===== src/rtl/mbox_pair.sv =====
module mbox_pair #(
  parameter int DW        = 32,
  parameter int EW        = 10,
  parameter int LW        = 6,
  parameter int OPW       = 8,
  parameter int ACK_CODE  = 1,
  parameter int NACK_CODE = 2
) (
  input  logic          clk,
  input  logic          rst_n,
  input  logic          h_wr,
  input  logic [3:0]    h_addr,
  input  logic [DW-1:0] h_wdata,
  input  logic [3:0]    h_raddr,
  output logic [DW-1:0] h_rdata,
  input  logic          m_wr,
  input  logic [3:0]    m_addr,
  input  logic [DW-1:0] m_wdata,
  input  logic [3:0]    m_raddr,
  output logic [DW-1:0] m_rdata,
  output logic          mcu_irq,
  output logic          host_irq,
  output logic          rsp_valid,
  output logic [EW-1:0] rsp_cmd,
  output logic [LW-1:0] rsp_len,
  output logic          rsp_ack,
  output logic          rsp_nack,
  output logic [DW-1:0] rsp_resume
);
  localparam logic [3:0] A_FCTL = 4'd4;
  localparam logic [3:0] A_RCTL = 4'd12;

  logic [3:0][DW-1:0] fwd_q, rev_q;
  logic fwd_bell, rev_bell;
  logic [OPW-1:0] last_op;

  wire post_fwd = h_wr && h_addr == A_FCTL && h_wdata[0] && !fwd_bell;
  wire done_fwd = m_wr && m_addr == A_FCTL && m_wdata[0] && fwd_bell;
  wire post_rev = m_wr && m_addr == A_RCTL && m_wdata[0] && !rev_bell;
  wire done_rev = h_wr && h_addr == A_RCTL && h_wdata[0] && rev_bell;

  always_ff @(posedge clk) begin
    if (!rst_n) begin
      fwd_q <= '0;
      rev_q <= '0;
    end else begin
      for (int i = 0; i < 4; i++) begin
        if (h_wr && !fwd_bell && h_addr == 4'(i)) fwd_q[i] <= h_wdata;
        if (m_wr && !rev_bell && m_addr == 4'(8 + i)) rev_q[i] <= m_wdata;
      end
    end
  end

  always_ff @(posedge clk) begin
    if (!rst_n) begin
      fwd_bell <= 1'b0;
      rev_bell <= 1'b0;
      last_op  <= '0;
    end else begin
      if (post_fwd) begin
        fwd_bell <= 1'b1;
        last_op  <= fwd_q[0][OPW-1:0];
      end else if (done_fwd) begin
        fwd_bell <= 1'b0;
      end
      if (post_rev)      rev_bell <= 1'b1;
      else if (done_rev) rev_bell <= 1'b0;
    end
  end

  function automatic logic [DW-1:0] rd(input logic [3:0] a);
    case (a[3:2])
      2'd0:    rd = fwd_q[a[1:0]];
      2'd1:    rd = (a[1:0] == 2'd0) ? DW'(fwd_bell) : '0;
      2'd2:    rd = rev_q[a[1:0]];
      default: rd = (a[1:0] == 2'd0) ? DW'(rev_bell) : '0;
    endcase
  endfunction

  assign h_rdata    = rd(h_raddr);
  assign m_rdata    = rd(m_raddr);
  assign mcu_irq    = fwd_bell;
  assign host_irq   = rev_bell;
  assign rsp_cmd    = rev_q[0][EW-1:0];
  assign rsp_len    = rev_q[0][EW+LW-1:EW];
  assign rsp_ack    = rev_q[1] == DW'(ACK_CODE);
  assign rsp_nack   = rev_q[1] == DW'(NACK_CODE);
  assign rsp_resume = rsp_nack ? rev_q[2] : '0;
  assign rsp_valid  = rev_bell && rsp_cmd == EW'(last_op);
endmodule


===== config.mk =====
export PLATFORM = sky130hd
export DESIGN_NAME = mbox_pair
export DESIGN_NICKNAME = d
export VERILOG_FILES = /design/src/rtl/mbox_pair.sv
export SDC_FILE = /design/constraint.sdc
export NUM_CORES = 1
export LEC_CHECK = 0
export ABC_CLOCK_PERIOD_IN_PS = 3000
export BUFFER_PORTS_ARGS = -buffer_cell sky130_fd_sc_hd__buf_2
export CAP_MARGIN = 40
export CORE_ASPECT_RATIO = 2
export CORE_MARGIN = 1.5
export CORE_UTILIZATION = 45
export CTS_CLUSTER_DIAMETER = 30
export DETAILED_ROUTE_END_ITERATION = 10
export GPL_TIMING_DRIVEN = 0
export PLACE_DENSITY = 0.67
export SYNTH_ARGS = -nofsm -noshare
export SYNTH_HDL_FRONTEND = slang
export SYNTH_SLANG_ARGS = --single-unit

===== constraint.sdc =====
create_clock -name clk -period 3 [get_ports clk]
set_clock_uncertainty 0.15 [all_clocks]
set_input_delay 0.45 -clock clk [delete_from_list [all_inputs] [get_ports clk]]
set_output_delay 0.45 -clock clk [all_outputs]
set_load 0.1 [all_outputs]

Word level (Yosys, flattened, before mapping)
Index checks and enable logic that the tools add are counted.

Flip-flop bits (word level): 266. Input bits: 84. Logic and storage cells: 82.

Magnitude comparators: 2. Eq/ne operators: 18. Multiplexer cells: 19. Reductions and logical operators: 32.

Operators with widths (number): $bmux W32 S2 (4); $pmux W32 S3 (2); $mux W32 (5); $eq A32 B1 Y1 const B (1); $eq A32 B2 Y1 const B (1); $eq A4 B4 Y1 const B (6); $logic_and A1 B1 Y1 (23); $eq A10 B8 Y1 (1); $eq A4 B2 Y1 const B (2); $eq A4 B3 Y1 const B (2); $logic_not A2 Y1 (4); $mux W1 (8); $lt A2 B3 Y1 const B (2); $eq A2 B1 Y1 const B (2); $eq A2 B2 Y1 const B (2); $eq A4 B1 Y1 const B (1); $logic_not A4 Y1 (1); $reduce_bool A2 Y1 (2); $logic_not A1 Y1 (2).

Logic depth before layout (Yosys ltp)
Word-level depth: 6. Gate-level depth with buffers: 6. Mapped depth without buffers: 3.

Worst setup path after synthesis
Ideal clock, no wire load.

Kind: register -> output. Start point: register rev_q[50] (netlist name). End point: output rsp_ack. Arrival: 4.039 ns. Required time: 2.400 ns. Slack: -1.639 ns. Stages on the path, launching flop included: 4. Path buffers: 0. Cells stage by stage: dfxtp_1 nor4_1 nand4_2 nor4b_1.

Word-level cells in the longest chain between the ends: 1.

RTL lines: start: declaration (line 33) `logic [3:0][DW-1:0] fwd_q, rev_q;`; start signal: indexed assignment (line 49) `if (m_wr && !rev_bell && m_addr == 4'(8 + i)) rev_q[i] <= m_wdata;`; $eq A32 B1 Y1 (line 86) `assign rsp_ack = rev_q[1] == DW'(ACK_CODE);`; end: declaration (line 26) `output logic rsp_ack,`.

Every way passes these cells.

Worst setup path after layout
Start point: input h_raddr[1]. End point: output h_rdata[14].

Word-level cells in the longest chain between the ends: 3. Elaborated cells between the ends (all ways): 5. Classes of those cells: mux: 5.

RTL lines: start: declaration (line 14) `input logic [3:0] h_raddr,`; $bmux W32 S2, on equally long branches (line 75, 73); $mux W32, on equally long branches (line 75, 73); $pmux W32 S3 (*) (line 72) `case (a[3:2])`; end: declaration (line 15) `output logic [DW-1:0] h_rdata,`.

Mark *: on every way between the ends. The rest lies on a longest branch, timed or not. The select of a mux whose other input is x is not followed.

==> results.json <==
{
  "hold_viol_final": 0,
  "fin_nets": 1732,
  "start_kind": "input pin",
  "p_sw_share_pct": 27.0,
  "wl_per_cell_um": 25.3,
  "drive_gt1_share_pct": 30.3,
  "crit_top_cell": "buf_6",
  "grt.overflow.total": 0,
  "synth_cells": 1406,
  "initial_core_util_pct": 45.7,
  "p_sw_w": 0.00247,
  "io_pins": 201,
  "p_seq_share_pct": 39.7,
  "fin_ws_ns": 0.0129,
  "slowest_delay_ns": 0.43,
  "slowest_stage": "mux4_1",
  "antenna_found_initial": 0,
  "wirelength_mm": 53.3,
  "drtIter0Drc": 981,
  "grtUsageTotal_pct": 30.5,
  "clockBufferDepth": 3,
  "dp_hpwl_mm": 40.5,
  "grt_max_degree": 14,
  "hold_slack_ns": 0.0554,
  "critPathTopFamily": "buffers and inverters",
  "synth_seq_cells": 266,
  "placed_cells_incl_taps": 2036,
  "die_area_um2": 34500,
  "min_period_ns": 2.99,
  "via_per_inst": 6.12,
  "chipHeight_um": 261,
  "worstSetupEndpointType": "output port",
  "critPathArrivalTime_ns": 2.39,
  "critPathMaxFanout": 10,
  "path_class": "input pin to output port",
  "area_growth_syn_to_layout_pct": 21.2,
  "clkTransAtPathRegs_ns": 0.06,
  "whs_path_depth": 3,
  "rsz0062_at_grt": "yes",
  "root_buffer": "clkbuf_16",
  "cts_buffers": 39,
  "cp_cell_sequence": "buf_2, buf_6, buf_4, buf_6, mux4_1, a22o_1, clkbuf_4",
  "cp.required_ns": 2.40,
  "max_cap_violations": 0,
  "p_comb_share_pct": 11.1,
  "internal_power_w": 0.00667,
  "htreeDepth": 2,
  "ir_drop_mv": 0.529,
  "ys_warn_count": 0,
  "syn-mean-instance-area_um2": 10.7,
  "synth_seq_area_share_pct": 35.5,
  "final-setup-viol-count": 0,
  "num_vias": 12900,
  "drv_slew": 0,
  "power_density_nw_per_um2": 503,
  "grt_pass1_vias": 12800,
  "die_x_um": 132,
  "fin_cells": 2107,
  "cts_sinks": 266,
  "clkPwrFrac_pct": 49.2,
  "postCtsHoldBufs": 0,
  "cts_tree": "done",
  "totalPowerFinal_w": 0.00914,
  "post-route-drc-count": 0,
  "p_leak_nw": 7.83,
  "synth.distinct_cells": 45,
  "worstSkewPairLatency_ns": 0.52,
  "final_util_pct": 55.4,
  "crit_cells": 7,
  "firstDrtPassIters": 5,
  "coreArea_um2": 32800,
  "io_buffers": 197,
  "hold_path.class": "input pin to flop",
  "worstMarginPinSlew_ns": 0.767,
  "rr_worst_depth": 5,
  "syn_area_um2": 15000,
  "status": "complete, no violations",
  "num_rows": 94,
  "final_antenna_net_count": 0,
  "place_ws_ns": -0.0448,
  "synthesis.nets": 1490,
  "grt_first_pass_wirelength_mm": 78.4,
  "timing.final.crit_share_pct": 99.6,
  "slew_headroom_pct": 48.8,
  "clock.fmax_mhz": 335,
  "crit_buf_inv": 5,
  "gp_congestion": 0.944
}
stage by stage:
stage / instance area (um^2) / TNS [ns]
finish: 18200 / 0
CTS: 18000 / 0
floorplan: 15100 / -15.47
detailed placement: 16600 / -0.219
global placement: 16600 / -6.12
global route: 18200 / -0.139
power groups by stage:
stage	combinational (W)	sequential, W	clock (W)
5_1_grt	0.00106	0.00363	0.00470
3_5_place_dp	0.000984	0.00370	0
6_report	0.00102	0.00362	0.00450
2_1_floorplan	0.000659	0.00368	0
4_1_cts	0.000999	0.00362	0.00452
3_3_place_gp	0.000969	0.00369	0
repair_timing:
action	4_1_cts	5_1_grt
resized for setup	39	40
pin swaps	2	1
endpoints found under the hold margin	0	0
setup endpoints to repair	34	35
buffers inserted	3	0
sequential cells by signal (all words and copies together), names as in the netlist:
name and count:
fwd_q 128, rsp_len 6, last_op 8, rsp_cmd 10, mcu_irq 1, rev_q 112
host_irq 1
worst min-delay path: stages:
cell and delay, ns:
buf_2 0.12, nand3_1 0.07, a21boi_1 0.05
worst paths after layout:
path	startpoint	endpoint	slack [ns]
setup / recovery	h_raddr[1]	h_rdata[14]	0.01
hold / removal	m_wdata[26]	rev_q[26]	0.06
setup reg to reg	host_irq	rev_q[22]	1.10
hold reg to reg	fwd_q[39]	fwd_q[39]	0.32
per-layer routing:
layer	global-route usage, %	vias to the layer above	routed length, um
li1	-	5679	-
met1	33.6	6373	18700
met2	54.0	664	27000
met4	21.9	0	4250
met3	4.05	178	3440
met5	0	-	0
final cells by class:
class / count / area [um^2]
well taps: 432 / 541
plain buffers: 154 / 1030
flip-flops and latches: 266 / 5330
diodes: 1 / 2.50
clock inverters: 15 / 173
repair buffers: 201 / 1190
fillers: 2866 / 14600
clock buffers: 52 / 1090
multi-input cells: 952 / 8700
inverters: 34 / 128
cell usage after synthesis, drive strengths merged:
| library cell | number | share of area [%] |
|---|---|---|
| a21boi | 73 | 3.7 |
| a22o | 62 | 3.6 |
| a22oi | 2 | 0.10 |
| a31oi | 3 | 0.13 |
| and3 | 2 | 0.083 |
| and4 | 1 | 0.058 |
| and4bb | 1 | 0.083 |
| buf | 86 | 5.0 |
| clkbuf | 66 | 1.7 |
| dfxtp | 266 | 36 |
| dlygate4sd1 | 2 | 0.12 |
| inv | 34 | 0.85 |
| mux2 | 2 | 0.15 |
| mux2i | 192 | 13 |
| mux4 | 128 | 20 |
| nand2 | 258 | 6.5 |
| nand2b | 6 | 0.25 |
| nand3 | 75 | 2.5 |
| nand3b | 3 | 0.15 |
| nand4 | 2 | 0.13 |
| nand4bb | 2 | 0.15 |
| nor2 | 6 | 0.15 |
| nor2b | 3 | 0.13 |
| nor3 | 3 | 0.10 |
| nor3b | 1 | 0.083 |
| nor4 | 40 | 2.9 |
| nor4b | 2 | 0.22 |
| nor4bb | 1 | 0.067 |
| o21ai | 73 | 2.4 |
| o31ai | 1 | 0.050 |
| or2 | 1 | 0.042 |
| or3b | 1 | 0.058 |
| xor2 | 8 | 0.47 |
logic make-up (layout without fill, tap and decap cells):
group	count (synthesis)	after routing	synth area share, %
and+or+nand+nor	408	408	13.6
muxes	322	322	32.7
DFF	266	266	35.5
AOI/OAI and AO/OA	214	214	9.99
buffers and inverters	188	456	7.69
xor gates and xnor gates	8	8	0.467
other	0	1	0
placed cells by master (no fill, tap or decap), drive strengths merged, types with 2 or more instances in the layout:
| cell type | count |
|---|---|
| nand3 | 75 |
| nor2b | 3 |
| clkbuf | 121 |
| mux4 | 128 |
| a21boi | 73 |
| nor2 | 6 |
| nor4 | 40 |
| nor3 | 3 |
| clkinvlp | 4 |
| bufinv | 2 |
| mux2 | 2 |
| nor4b | 2 |
| nand3b | 3 |
| nand2b | 6 |
| a22o | 62 |
| dfxtp | 266 |
| buf | 284 |
| mux2i | 192 |
| dlygate4sd1 | 2 |
| nand4bb | 2 |
| nand4 | 2 |
| xor2 | 8 |
| nand2 | 258 |
| a22oi | 2 |
| clkinv | 4 |
| and3 | 2 |
| inv | 39 |
| o21ai | 73 |
| a31oi | 3 |
Power figures use the tool's default switching activity.
